$ cat src/rtl/bank_access_seq.sv
module bank_access_seq #(
  parameter int NBANK  = 4,
  parameter int AW     = 32,
  parameter int MW     = 17,
  parameter int BEATS  = 4,
  parameter int STRIDE = 8
) (
  input  logic                     clk,
  input  logic                     rst_n,
  input  logic                     cfg_we,
  input  logic                     cfg_kind,
  input  logic [$clog2(NBANK)-1:0] cfg_sel,
  input  logic [AW-1:0]            cfg_wdata,
  output logic [AW-1:0]            cfg_rdata,
  input  logic                     req_valid,
  output logic                     req_ready,
  input  logic [AW-1:0]            req_addr,
  input  logic                     req_write,
  input  logic                     req_burst,
  output logic                     acc_valid,
  input  logic                     acc_ready,
  output logic [AW-1:0]            acc_addr,
  output logic                     acc_write,
  output logic                     acc_burst,
  output logic [NBANK-1:0]         acc_bank,
  output logic                     acc_bctl,
  output logic                     nomatch
);
  localparam int BW  = $clog2(NBANK);
  localparam int LSB = AW - MW;
  localparam int CW  = $clog2(BEATS) + 1;

  typedef enum logic [1:0] {S_IDLE, S_ACC, S_GAP} state_t;

  logic [MW-1:0] base_q [NBANK];
  logic [MW-1:0] mask_q [NBANK];
  logic [NBANK-1:0] vld_q, bctld_q, bi_q;
  logic [1:0] hold_q [NBANK];

  state_t        st;
  logic [BW-1:0] bank_q;
  logic [CW-1:0] left_q;
  logic [3:0]    gap_q;
  logic          wr_q, burst_q, bctld_s, nomatch_q;
  logic [1:0]    hold_s;
  logic [AW-1:0] addr_q;

  logic          hit;
  logic [BW-1:0] hit_idx;

  function automatic logic [3:0] gap_len(input logic [1:0] code);
    case (code)
      2'b00:   gap_len = 4'd0;
      2'b01:   gap_len = 4'd1;
      2'b10:   gap_len = 4'd4;
      default: gap_len = 4'd8;
    endcase
  endfunction

  always_comb begin
    hit = 1'b0;
    hit_idx = '0;
    for (int i = NBANK - 1; i >= 0; i--)
      if (vld_q[i] && (((req_addr[AW-1:LSB] ^ base_q[i]) & mask_q[i]) == '0)) begin
        hit = 1'b1;
        hit_idx = BW'(i);
      end
  end

  always_ff @(posedge clk or negedge rst_n) begin
    if (!rst_n) begin
      for (int i = 0; i < NBANK; i++) begin
        base_q[i] <= '0;
        mask_q[i] <= '0;
        hold_q[i] <= '0;
      end
      vld_q   <= '0;
      bctld_q <= '0;
      bi_q    <= '0;
    end else if (cfg_we) begin
      if (!cfg_kind) begin
        base_q[cfg_sel] <= cfg_wdata[AW-1:LSB];
        vld_q[cfg_sel]  <= cfg_wdata[0];
      end else begin
        mask_q[cfg_sel]  <= cfg_wdata[AW-1:LSB];
        bctld_q[cfg_sel] <= cfg_wdata[4];
        bi_q[cfg_sel]    <= cfg_wdata[3];
        hold_q[cfg_sel]  <= cfg_wdata[1:0];
      end
    end
  end

  assign cfg_rdata = cfg_kind
    ? {mask_q[cfg_sel], {(LSB-5){1'b0}}, bctld_q[cfg_sel], bi_q[cfg_sel], 1'b0, hold_q[cfg_sel]}
    : {base_q[cfg_sel], {(LSB-1){1'b0}}, vld_q[cfg_sel]};

  always_ff @(posedge clk or negedge rst_n) begin
    if (!rst_n) begin
      st        <= S_IDLE;
      bank_q    <= '0;
      left_q    <= '0;
      gap_q     <= '0;
      wr_q      <= 1'b0;
      burst_q   <= 1'b0;
      bctld_s   <= 1'b0;
      hold_s    <= '0;
      addr_q    <= '0;
      nomatch_q <= 1'b0;
    end else begin
      nomatch_q <= 1'b0;
      case (st)
        S_IDLE: if (req_valid) begin
          if (hit) begin
            st      <= S_ACC;
            bank_q  <= hit_idx;
            addr_q  <= req_addr;
            wr_q    <= req_write;
            burst_q <= req_burst & ~bi_q[hit_idx];
            left_q  <= (req_burst && bi_q[hit_idx]) ? CW'(BEATS - 1) : '0;
            bctld_s <= bctld_q[hit_idx];
            hold_s  <= hold_q[hit_idx];
          end else begin
            nomatch_q <= 1'b1;
          end
        end
        S_ACC: if (acc_ready) begin
          if (left_q != '0) begin
            left_q <= left_q - 1'b1;
            addr_q <= addr_q + AW'(STRIDE);
          end else if (!wr_q && gap_len(hold_s) != 4'd0) begin
            st    <= S_GAP;
            gap_q <= gap_len(hold_s);
          end else begin
            st <= S_IDLE;
          end
        end
        default: begin
          if (gap_q <= 4'd1) st <= S_IDLE;
          gap_q <= gap_q - 1'b1;
        end
      endcase
    end
  end

  assign req_ready = (st == S_IDLE);
  assign acc_valid = (st == S_ACC);
  assign acc_addr  = addr_q;
  assign acc_write = wr_q;
  assign acc_burst = burst_q;
  assign acc_bank  = acc_valid ? (NBANK'(1) << bank_q) : '0;
  assign acc_bctl  = acc_valid & ~bctld_s;
  assign nomatch   = nomatch_q;
endmodule


$ cat config.mk
export PLATFORM = sky130hd
export DESIGN_NAME = bank_access_seq
export DESIGN_NICKNAME = d
export VERILOG_FILES = /design/src/rtl/bank_access_seq.sv
export SDC_FILE = /design/constraint.sdc
export NUM_CORES = 1
export LEC_CHECK = 0
export BUFFER_PORTS_ARGS = -buffer_cell sky130_fd_sc_hd__clkbuf_2
export CELL_PAD_IN_SITES_DETAIL_PLACEMENT = 0
export CELL_PAD_IN_SITES_GLOBAL_PLACEMENT = 2
export CORE_MARGIN = 1.5
export CORE_UTILIZATION = 40
export CTS_BUF_LIST = sky130_fd_sc_hd__clkbuf_4 sky130_fd_sc_hd__clkbuf_8 sky130_fd_sc_hd__clkbuf_16
export DETAILED_ROUTE_END_ITERATION = 8
export GPL_ROUTABILITY_DRIVEN = 0
export HOLD_SLACK_MARGIN = 0.12
export PLACE_DENSITY_LB_ADDON = 0.05
export SYNTH_ARGS = -nofsm -noshare
export SYNTH_HDL_FRONTEND = slang
export SYNTH_SLANG_ARGS = --single-unit
$ cat constraint.sdc
create_clock -name clk -period 4.1 [get_ports clk]
set_input_delay 0 -clock clk [delete_from_list [all_inputs] [get_ports clk]]
set_output_delay 0 -clock clk [all_outputs]
set_load 0.05 [all_outputs]
; Word level (Yosys, flattened, before mapping)
; Cells that the tools add are included.
[totals]
regBits = 205
latchBits = 0
mem_bits_rw = 0
mem_bits_ro = 0
input_bits = 74
output_inout_bits = 74
memories = 0
[op_classes]
n_addsub = 3
n_mul = 0
div = 0
magnitude_cmp = 7
eq_ne = 9
n_shift = 1
mux = 73
bitwise = 16
reduce_logical = 25
[ops]
columns = op, count
row1 = 2-to-1 mux 32 bit, 5
row2 = bitwise mux 68 bit, 2
row3 = 2-to-1 mux 17 bit, 5
row4 = AND 17 bit, 4
row5 = binary-select mux 17 bit (select 2 bit), 2
row6 = logical NOT 17 bit, 4
row7 = XOR 17 bit, 4
row8 = case mux 32 bit (2 select lines), 1
row9 = demux 17 bit (select 2 bit), 1
row10 = adder 32 x 4 -> 32 bit (second input constant), 1
row11 = 2-to-1 mux 2 bit, 16
row12 = 2-to-1 mux 4 bit, 7
row13 = 2-to-1 mux 1 bit, 13
row14 = bitwise mux 4 bit, 3
row15 = 2-to-1 mux 3 bit, 4
row16 = case mux 4 bit (3 select lines), 1
row17 = binary-select mux 1 bit (select 2 bit), 5
row18 = AND reduction 5 bit, 2
row19 = binary-select mux 2 bit (select 2 bit), 2
row20 = bitwise mux 8 bit, 1
row21 = logical AND 1 bit, 8
row22 = inequality test 2 x 1 -> 1 bit (second input constant), 4
row23 = case mux 4 bit (2 select lines), 1
row24 = greater-or-equal comparator 3 bit (second input constant), 2
row25 = 25 further kinds, 36

; Logic depth before layout (Yosys ltp)
; Gate-level depths: netlist of run 1.
[logic_depth]
word_depth = 15
mapped_depth = 11
ltp_nobuf = 9

; Worst setup path before layout of run 1
; Ideal clock, no wire load.
[synth_timing]
path_kind = reg-to-reg
startpoint = register addr_q[3] (netlist: acc_addr[3])
endpoint = register addr_q[31] (netlist: acc_addr[31])
setup_time_ns = 0.121
arrival_time_ns = 2.660
required_ns = 3.979
slack_ns = 1.320
stages_incl_launch_ff = 10
synth_period_minus_slack_ns = 2.780
cell_sequence = dfrtp_1 -> ha_1 -> and3_1 -> or4b_2 -> nor2_1 -> and3_1 -> and2b_1 -> nor2b_1 -> o21ai_0 -> a22o_1
[synth_between]
elab_chain_cells = 4
[synth_lines]
columns = element, line_no
row1 = "start, declared", 46  ; logic [AW-1:0] addr_q;
row2 = "start signal, assigned", 116  ; addr_q <= req_addr;
row3 = "start signal, assigned", 129  ; addr_q <= addr_q + AW'(STRIDE);
row4 = adder 32 x 4 -> 32 bit, 129
row5 = 2-to-1 mux 32 bit, 127  ; if (left_q != '0) begin
row6 = 2-to-1 mux 32 bit, 126  ; S_ACC: if (acc_ready) begin
row7 = case mux 32 bit (2 select lines), 111  ; case (st)
; Every way passes these cells. The select of a mux whose other input is x is not followed.
; A chain may end at the register's enable or synchronous reset.

; Worst setup path after layout of run 1
[layout_timing]
startpoint = register base_q[36] (netlist name)
endpoint = register left_q[1]
[layout_between]
elab_chain_cells = 13
elab_cells_between_ends = 17
cone_classes = eq/ne: 1 / mux: 10 / bitwise: 2 / reduce/logical: 4
[layout_lines]
columns = element, line_no
row1 = "start, declared", 35  ; logic [MW-1:0] base_q [NBANK];
row2 = "start signal, assigned by index", 82  ; base_q[cfg_sel] <= cfg_wdata[AW-1:LSB];
row3 = XOR 17 bit (*), 64  ; if (vld_q[i] && (((req_addr[AW-1:LSB] ^ base_q[i]) & mask_q[i]) == '0)) begin
row4 = AND 17 bit (*), 64
row5 = logical NOT 17 bit (*), 64
row6 = logical AND 1 bit (*), 64
row7 = 2-to-1 mux 2 bit (2 in series), 64
row8 = binary-select mux 1 bit (select 2 bit), 119  ; left_q <= (req_burst && bi_q[hit_idx]) ? CW'(BEATS - 1) : '0;
row9 = 2-to-1 mux 1 bit (implied by the code), 119
row10 = logical AND 1 bit, 119
row11 = 2-to-1 mux 2 bit, 119
row12 = 2-to-1 mux 3 bit, 113  ; if (hit) begin
row13 = 2-to-1 mux 3 bit, 112  ; S_IDLE: if (req_valid) begin
row14 = case mux 3 bit (2 select lines), 111
row15 = "end signal, assigned", 119
row16 = "end signal, assigned", 128  ; left_q <= left_q - 1'b1;
row17 = "end, declared", 42  ; logic [CW-1:0] left_q;
; Every way passes the cells marked *; elsewhere a longest branch is shown, timed or not. The select of a mux whose other input is x is not followed.

==> results.toml, run 1 <==
[place]
place_hpwl_um = 22030
port_buffers = 125

[worst_setup_path]
r2r_start = "base_q[36]"
cp-end-kind = "flop"
required_ps = 4490
crit_type = "flop to flop"
worstSetupStartpointType = "flop"
r2r_setup_slack_ps = 1290
arrival_ps = 3200
path_max_fanout = 23
r2r-end = "left_q[1]"
path_cells = "xor2_1 > a22oi_1 > nand4_1 > nor4_1 > nor4b_4 > o21ai_2 > buf_4 > mux2i_1 > o31ai_1"
critPathSlowestCell = "nor4_1"
critical_path.max_stage_delay_ps = 700
r2r_cells = 9

[floorplan]
ios = 148
rows = 60
start_util_pct = 40.98
die_width_um = 169.6
dieArea_um2 = 28770
coreArea_um2 = 27100
dieHeight_um = 169.6

[synthesis]
ys_seq_elements = 205
synth.avg_cell_area_um2 = 12.10
synth_warnings = 0
synth_flop_cell = "dfrtp_1"
synth_cell_types = 61
async_flop_share_pct = 100.0
synth_edf_count = 0
synth_area_um2 = 11110
syn_inst = 918
ys_seq_area_share_pct = 46.19

[cells_and_area]
fin_util_pct = 49.48
nets = 1167
fill_cells = 2491
diodes = 0
area_growth_pct = 20.74
final_common_cell = "dfrtp_1"
final_cell_mix = "dfrtp_1 (205), mux2_2 (181), clkbuf_2 (123)"
drive_above_1_share_pct = 38.48

[global_route]
antenna_found_initial = 0
grt_util_all_layers_pct = 22.49
grt-ovfl-total = 0
grt_pass1_wl_um = 48810
grt_max_degree = 101
grt_pass1_vias = 7814

[timing]
final-setup-viol-count = 0
finalHoldViolations = 0
setup_tns_ps = 0
clock_skew_ps = 24.30
rsz0062_at_grt = "false"
period_share_pct = 68.57
finalMaxSlewViolations = 0
tightest_slew_ps = 995.5
finalCriticalPeriod_ps = 2811
max_freq_ghz = 0.3557
maxSlewHeadroom_pct = 33.63

[drt]
drt-vias-per-instance = 5.469
drtIter0Drc = 450
routedWlPerCell_um = 21.84
first_pass_iters = 5
routed-via-count = 8062
wirelength_um = 32190
drcViolationCount = 0
ant_nets = 0

[clocking]
clk_pin_slew_ps = 50
cts_tree = "yes"
root_buffer = "clkbuf_16"
cts_made_buffers = 25
clk_latency_ps = 530
cts_buffer_depth = 3
cts_setup_buffers = 0
cts.sinks = 205
htreeDepth = 1

[min_path]
hp-class = "input port to async pin"

[power]
peakVddDrop_mv = 0.3758
power_leakage_nw = 5.885
powerDensity_nw_per_um2 = 611.0

[job]
maxCapViolations = 0

[run_status]
status = "completed"
-- flip-flops by register name, summed over array words and instances, names as in the netlist, 2 cells and up --
signal / count
bi_q: 4
bank_q: 2
hold_q: 8
bctld_q: 4
st: 2
base_q: 68
gap_q: 4
mask_q: 68
left_q: 3
hold_s: 2
vld_q: 4
acc_addr: 32
-- cell type report --
type,instances,area [um^2],area share (%)
repair buffers,204,1375,10.25
well taps,372,465.4,3.471
inverters,10,37.54,0.2799
flip-flops and latches,205,5130,38.26
multi-input cells,642,5634,42.02
clock buffers,37,740.7,5.524
clock inverters,4,26.28,0.1960
-- timing repair --
item | CTS | global route
hold endpoints to repair | 294 | 0
setup endpoints to repair | 0 | 0
hold buffers | 59 | 0
resized for setup | 0 | 0
-- worst max-delay path by stage --
stage              endpoint  cells past startpoint  slack [ps]         from
2_1_floorplan  acc_addr[31]                      9        1320  acc_addr[3]
3_3_place_gp   acc_addr[29]                      9        1300  acc_addr[3]
3_5_place_dp   acc_addr[29]                      9        1310  acc_addr[3]
4_1_cts        acc_addr[29]                      9        1290  acc_addr[3]
5_1_grt        acc_addr[29]                      9        1100  acc_addr[3]
6_report          left_q[1]                      9        1290   base_q[36]
-- cell families after synthesis --
logic type               synth area share (%)
AND/OR/NAND/NOR                         8.608
buffers and inverters                   3.594
multiplexers                            27.39
flip-flops                              46.19
adder cells (fa/ha/maj)                0.5633
other                                 0.03377
AO/OA/AOI/OAI                           8.258
XOR/XNOR                                5.363
-- synth_stat cells, types with 3 or more instances --
master      n  share of area (%)
nor3b_1     5               0.34
and3_1      5               0.28
buf_1      11               0.37
o2bb2a_1    8               0.72
clkbuf_1   37                1.3
nand4b_1    3               0.24
a21oi_1    35                1.6
xor2_1     68                5.4
and2_1      4               0.23
nand2b_1    4               0.23
mux4_2     39                7.9
nor2b_1     4               0.23
a22oi_1    23                1.6
nor2_1     38                1.3
inv_1       9               0.30
nand4_1    26                1.5
o21ai_0    35                1.6
mux2_2    181                 18
nand2_1    62                2.1
nand3_1    12               0.54
nor3_1      6               0.27
buf_4      13               0.88
dfrtp_1   205                 46
mux2i_1    11               0.99
o31ai_1     4               0.27
nor4_1      4               0.23
buf_2       5               0.23
buf_6       4               0.41
ha_1        5               0.56
a32oi_1     4               0.32
o22ai_1    10               0.56
-- metal layers --
layer	global-route usage, %	vias up	part of all wire (%)
met3	2.938	42	3.5
li1	-	3711	-
met5	0	-	0
met1	31.48	4116	47
met2	37.08	193	48
met4	5.310	0	2.1
-- per-stage QoR --
stage / std cells / setup WS, ps / hold slack [ps] / area (um^2) / total power [mW]
3_3_place_gp: 1374 / 1299 / 162.9 / 12050 / 6.082
6_report: 1474 / 1289 / 120.3 / 13410 / 8.192
3_5_place_dp: 1374 / 1311 / 160.6 / 12050 / 6.108
2_1_floorplan: 928 / 1320 / -295.6 / 11140 / 5.270
4_1_cts: 1474 / 1292 / 125.7 / 13410 / 8.277
5_1_grt: 1474 / 1104 / 152.0 / 13410 / 8.632
-- critical path: cells and delay by family (launching register included) --
kind	cells	cell delay (ps)
buffers and inverters	1	330
multiplexers	1	220
XOR/XNOR	1	180
AO/OA/AOI/OAI	3	560
flip-flops	1	390
AND/OR/NAND/NOR	3	1010
-- report_power, final --
part	switching [mW]	internal [mW]
logic	1.86	1.10
registers	0.551	2.59
clock network	0.856	1.24
No activity file was read; power rests on OpenSTA's default activity.
==> inputs of run 2 (changes only) <==
--- a/config.mk
+++ b/config.mk
@@ -9,7 +9,7 @@
 export CELL_PAD_IN_SITES_DETAIL_PLACEMENT = 0
 export CELL_PAD_IN_SITES_GLOBAL_PLACEMENT = 2
 export CORE_MARGIN = 1.5
-export CORE_UTILIZATION = 40
+export CORE_UTILIZATION = 39
 export CTS_BUF_LIST = sky130_fd_sc_hd__clkbuf_4 sky130_fd_sc_hd__clkbuf_8 sky130_fd_sc_hd__clkbuf_16
 export DETAILED_ROUTE_END_ITERATION = 8
 export GPL_ROUTABILITY_DRIVEN = 0
==> constraint.sdc (replaced) <==
create_clock -name clk -period 2.8 [get_ports clk]
set_input_delay 0 -clock clk [delete_from_list [all_inputs] [get_ports clk]]
set_output_delay 0 -clock clk [all_outputs]
set_load 0.05 [all_outputs]
==> run 2 against run 1 <==
Net effect: critical path type unchanged; largest cell class unchanged; highest routed layer unchanged; cell area increased by 3.0%; wire length is 4.7% higher; cell count up 2.6%; fmax increased by 7.9%; via count increased by 1.1%.
==> results.toml, run 2 (same netlist as run 1, synthesis figures left out) <==
[global_route]
antenna_found_initial = 0
grt_max_degree = 73
grt-ovfl-total = 0
grt_pass1_wl_um = 51240
grt_util_all_layers_pct = 23.36
grt_pass1_vias = 8312

[min_path]
hp-class = "input port to flop"
hold_path_depth = 5
hp-start = "cfg_sel[1]"

[worst_setup_path]
r2r_start = "base_q[53]"
arrival_ps = 3040
required_ps = 3240
worstSetupStartpointType = "flop"
worst-path-buf-inv = 1
critical_path.max_stage_delay_ps = 580
path_cells = "xor2_1 > a22oi_1 > nand4_1 > or4_4 > nor4b_4 > o21a_1 > buf_12 > or3_1 > o211ai_1"
crit_family = "simple AND/OR/NAND/NOR gates"
critPathSlowestCell = "or4_4"
r2r_cells = 9
path_max_fanout = 33
cp-end-kind = "flop"
critPathLaunch = "base_q[53]"
crit_type = "flop to flop"
path_depth = 9

[cells_and_area]
nets = 1195
area_growth_pct = 24.31
diodes = 0
final_cell_mix = "dfrtp_1 (205), mux2_2 (181), clkbuf_2 (121)"
final_common_cell = "dfrtp_1"
drive_above_1_share_pct = 40.30
fill_cells = 2623
layout.cells.non_filler = 1512

[power]
power_leakage_nw = 6.083
peakVddDrop_mv = 0.4664
pwr-share-clk_pct = 26.4
comb_power_share_pct = 36.5
p_sw_share_pct = 39.72
p_total_mw = 12.29
p_seq_share_pct = 37.2
powerDensity_nw_per_um2 = 890.5
p_int_mw = 7.411
p_sw_mw = 4.883

[clocking]
root_buffer = "clkbuf_16"
cts_made_buffers = 25
cts_setup_buffers = 0
cts_buffer_depth = 3
cts_tree = "yes"
clk_pin_slew_ps = 60
cts.sinks = 205
clk_latency_ps = 540
htreeDepth = 1

[job]
maxCapViolations = 0

[timing]
finalMaxSlewViolations = 0
max_freq_ghz = 0.3837
finalCriticalPeriod_ps = 2606
worst_hold_slack_ps = 168.7
rsz0062_at_grt = "false"
final-setup-viol-count = 0
setup_tns_ps = 0
period_share_pct = 93.07
finalHoldViolations = 0
tightest_slew_ps = 649.5
maxSlewHeadroom_pct = 56.70
clock_skew_ps = 26.54

[floorplan]
ios = 148
dieHeight_um = 171.8
start_util_pct = 39.76
coreArea_um2 = 27930
die_width_um = 171.8
rows = 61
dieArea_um2 = 29500

[drt]
ant_nets = 0
drtIter0Drc = 455
routedWlPerCell_um = 22.29
drt-vias-per-instance = 5.391
routed-via-count = 8151
first_pass_iters = 5
drcViolationCount = 0
wirelength_um = 33700

[run_status]
status = "completed"

[place]
place_inst = 1404
place_hpwl_um = 23230
port_buffers = 125
==> run 2: cell count changes in the layout (fill, tap and decap cells not counted), moves of 2 or more <==
cell,before,now
clkinv_2,2,7
dlygate4sd3_1,59,62
clkbuf_4,8,3
clkbuf_2,123,121
buf_12,0,7
buf_4,20,40
clkbuf_8,5,7
==> run 2: final cells by class <==
class                      count  area (um^2)  area share (%)
clock buffer                  34        730.7           5.293
clock inverter                11        100.1          0.7250
inverter                      10        37.54          0.2719
multi-input combinational    642         5649           40.92
sequential                   205         5130           37.16
tap                          378        473.0           3.426
timing repair buffer         232         1685           12.21
==> run 2: worst paths after layout <==
kind	end	slack, ps
setup / recovery	acc_addr[3]	190
hold / removal	base_q[19]	170
setup reg to reg	acc_addr[3]	190
hold reg to reg	left_q[1]	500
max in group asynchronous	mask_q[49]	1460
min in group asynchronous	base_q[51]	580
==> run 2: per-stage QoR <==
stage	cell area (um^2)	util, %	setup slack, ps
2_1_floorplan	11140	-	19.53
3_3_place_gp	12320	44.10	194.4
4_1_cts	13790	49.37	96.03
6_report	13810	49.42	194.0
3_5_place_dp	12320	44.10	117.3
5_1_grt	13810	49.42	15.70
==> run 2: routing by layer <==
metal  up-vias  share of wire [%]  global-route usage (%)
li1       3778                  -                       -
met1      4135                 45                   31.28
met2       186                 49                   39.80
met3        52                3.8                   3.083
met4         0                2.6                   6.276
met5         -                  0                       0
==> run 2: power groups by stage <==
stage	Sequential [mW]	Combinational, mW	Clock (mW)
6_report	4.57	4.48	3.24
5_1_grt	4.70	4.84	3.44
4_1_cts	4.57	4.52	3.33
3_5_place_dp	4.62	4.43	0
3_3_place_gp	4.61	4.40	0
2_1_floorplan	5.22	2.49	0
==> run 2: worst reg2reg max path: cells and delay by family (launching register included) <==
kind / cells / cell delay [ps]
buffers and inverters: 1 / 170
AOI/OAI and AO/OA: 3 / 540
and+or+nand+nor: 4 / 1200
xor gates and xnor gates: 1 / 190
DFF: 1 / 400
==> run 2: timing repair <==
action,in CTS,in global routing
endpoints found under the setup margin,0,2
gates resized for setup,0,4
endpoints found under the hold margin,387,0
hold buffers,63,0
==> inputs of run 3 (changes only) <==
--- a/config.mk
+++ b/config.mk
@@ -5,7 +5,7 @@
 export SDC_FILE = /design/constraint.sdc
 export NUM_CORES = 1
 export LEC_CHECK = 0
-export BUFFER_PORTS_ARGS = -buffer_cell sky130_fd_sc_hd__clkbuf_2
+export BUFFER_PORTS_ARGS = -buffer_cell sky130_fd_sc_hd__buf_2
 export CELL_PAD_IN_SITES_DETAIL_PLACEMENT = 0
 export CELL_PAD_IN_SITES_GLOBAL_PLACEMENT = 2
 export CORE_MARGIN = 1.5
==> constraint.sdc (replaced) <==
create_clock -name clk -period 2.6 [get_ports clk]
set_input_delay 0 -clock clk [delete_from_list [all_inputs] [get_ports clk]]
set_output_delay 0 -clock clk [all_outputs]
set_load 0.05 [all_outputs]
==> run 3 against run 2 <==
Net effect: sequential power increased by 7.7%; highest routed layer unchanged; count of clock-buffer cells in the layout increased by 2; combinational power is 9.4% higher; total power rose by 8.9%; non-clock buffer count increased by 4; hold slack got worse by 27 ps; sequential cell count stayed put.
==> results.toml, run 3 (same netlist as run 1, synthesis figures left out) <==
[min_path]
min_to = "mask_q[3]"
hp-start = "cfg_sel[1]"
hp-class = "input port to flop"
hold_path_depth = 4

[drt]
routedWlPerCell_um = 22.23
drt-vias-per-instance = 5.319
routed-via-count = 8058
drcViolationCount = 0
first_pass_iters = 4
drtIter0Drc = 425
ant_nets = 0
wirelength_um = 33680

[job]
maxCapViolations = 0

[clocking]
cts_setup_buffers = 0
root_buffer = "clkbuf_16"
clk_pin_slew_ps = 60
htreeDepth = 1
cts_tree = "yes"
cts.sinks = 205
cts_buffer_depth = 3
cts_made_buffers = 25
clk_latency_ps = 530

[worst_setup_path]
r2r_cells = 9
cp-end-kind = "flop"
crit_type = "flop to flop"
r2r_start = "base_q[54]"
r2r_setup_slack_ps = 80
path_max_fanout = 37
required_ps = 3030
r2r-end = "acc_addr[3]"
arrival_ps = 2950
worstSetupStartpointType = "flop"

[global_route]
grt_util_all_layers_pct = 23.32
antenna_found_initial = 0
busiest_layer = "met2"
met1_usage_pct = 31.67
grt_pass1_vias = 8313
grt_pass1_wl_um = 51280
grt_max_degree = 66
use_met2_pct = 39.27
met3_usage_pct = 3.106
grt-ovfl-total = 0

[timing]
period_share_pct = 96.76
finalMaxSlewViolations = 0
maxSlewHeadroom_pct = 58.27
clock_skew_ps = 16.25
finalHoldViolations = 0
final-setup-viol-count = 0
finalCriticalPeriod_ps = 2516
tightest_slew_ps = 620.2
worst_hold_slack_ps = 142.0
fin_ws_ps = 84.36
rsz0062_at_grt = "true"
max_freq_ghz = 0.3975

[power]
pwr-share-clk_pct = 26.7
p_sw_share_pct = 39.04
p_int_mw = 8.162
comb_power_share_pct = 36.6
power_leakage_nw = 6.098
p_seq_share_pct = 36.7
peakVddDrop_mv = 0.4547
p_sw_mw = 5.226
powerDensity_nw_per_um2 = 964.4

[floorplan]
start_util_pct = 39.76
rows = 61
die_width_um = 171.8
ios = 148
dieArea_um2 = 29500
dieHeight_um = 171.8
coreArea_um2 = 27930

[place]
place_hpwl_um = 23870
place_inst = 1410
port_buffers = 125
dp_slack_ps = 55.26
placed_cell_area_um2 = 12380

[cells_and_area]
drive_above_1_share_pct = 41.07
final_cell_mix = "dfrtp_1 (201), mux2_2 (181), buf_2 (124)"
layout.cells.non_filler = 1515
final_common_cell = "dfrtp_1"
area_growth_pct = 25.00
diodes = 0
nets = 1199
design_area_um2 = 13880

[run_status]
status = "completed"
-- run 3: cell count changes in the layout (fill, tap and decap cells not counted), sizes merged --
| cell | delta |
|---|---|
| buf | +127 |
| clkbuf | -119 |
| clkinv | -5 |
| dlygate4sd3 | -2 |
| bufinv | +1 |
| clkinvlp | +1 |
-- run 3: layer usage --
metal  routed length (um)  part of all wire [%]
met1                15440                    46
met2                16200                    48
met3                 1268                   3.8
met4                  774                   2.3
met5                    0                     0
-- run 3: worst max path at each step --
stage                         to        start  slack, ps  cells after the start
finish               acc_addr[3]   base_q[54]         80                      9
global route           left_q[1]   base_q[11]         -3                     10
CTS                  acc_addr[3]   base_q[53]         30                      9
detailed placement   acc_addr[3]   base_q[53]         60                      9
global placement     acc_addr[3]   base_q[53]         70                      9
floorplan           acc_addr[31]  acc_addr[3]         20                      9
-- run 3: power by group through the flow --
stage               sequential [mW]  combinational (mW)  clock, mW
floorplan                      5.63                2.68          0
global placement               4.96                4.82          0
detailed placement             4.97                4.84          0
CTS                            4.92                4.93       3.67
global route                   5.06                5.28       3.79
finish                         4.92                4.90       3.57
-- run 3: cell type report --
class	count	area, um^2
clock buffer	36	752.0
clock inverter	8	101.3
fill	2575	14050
inverter	10	37.54
multi-input combinational	642	5658
sequential	205	5135
tap	378	473.0
timing repair buffer	236	1725
-- run 3: what timing repair did --
item / CTS / global route
gates resized for setup: 0 / 6
endpoints found under the hold margin: 402 / 0
setup endpoints to repair: 0 / 13
hold buffers: 61 / 0
-- run 3: worst max-delay path: stages (launching register included) --
cell      delay (ps)
dfrtp_1          400
xor2_1           150
nand2_1          160
nand4_1          120
or4_4            600
nor4b_4          180
o21a_1           220
buf_12           170
or3_1            310
o211ai_1          90
-- run 3: stage by stage --
step / total power [mW] / TNS, ps / utilization, %
final: 13.39 / 0 / 49.70
after global routing: 14.13 / -5.830 / 49.70
after CTS: 13.52 / 0 / 49.62
after detailed placement: 9.812 / 0 / 44.32
after global placement: 9.783 / 0 / 44.32
after floorplan: 8.316 / 0 / -
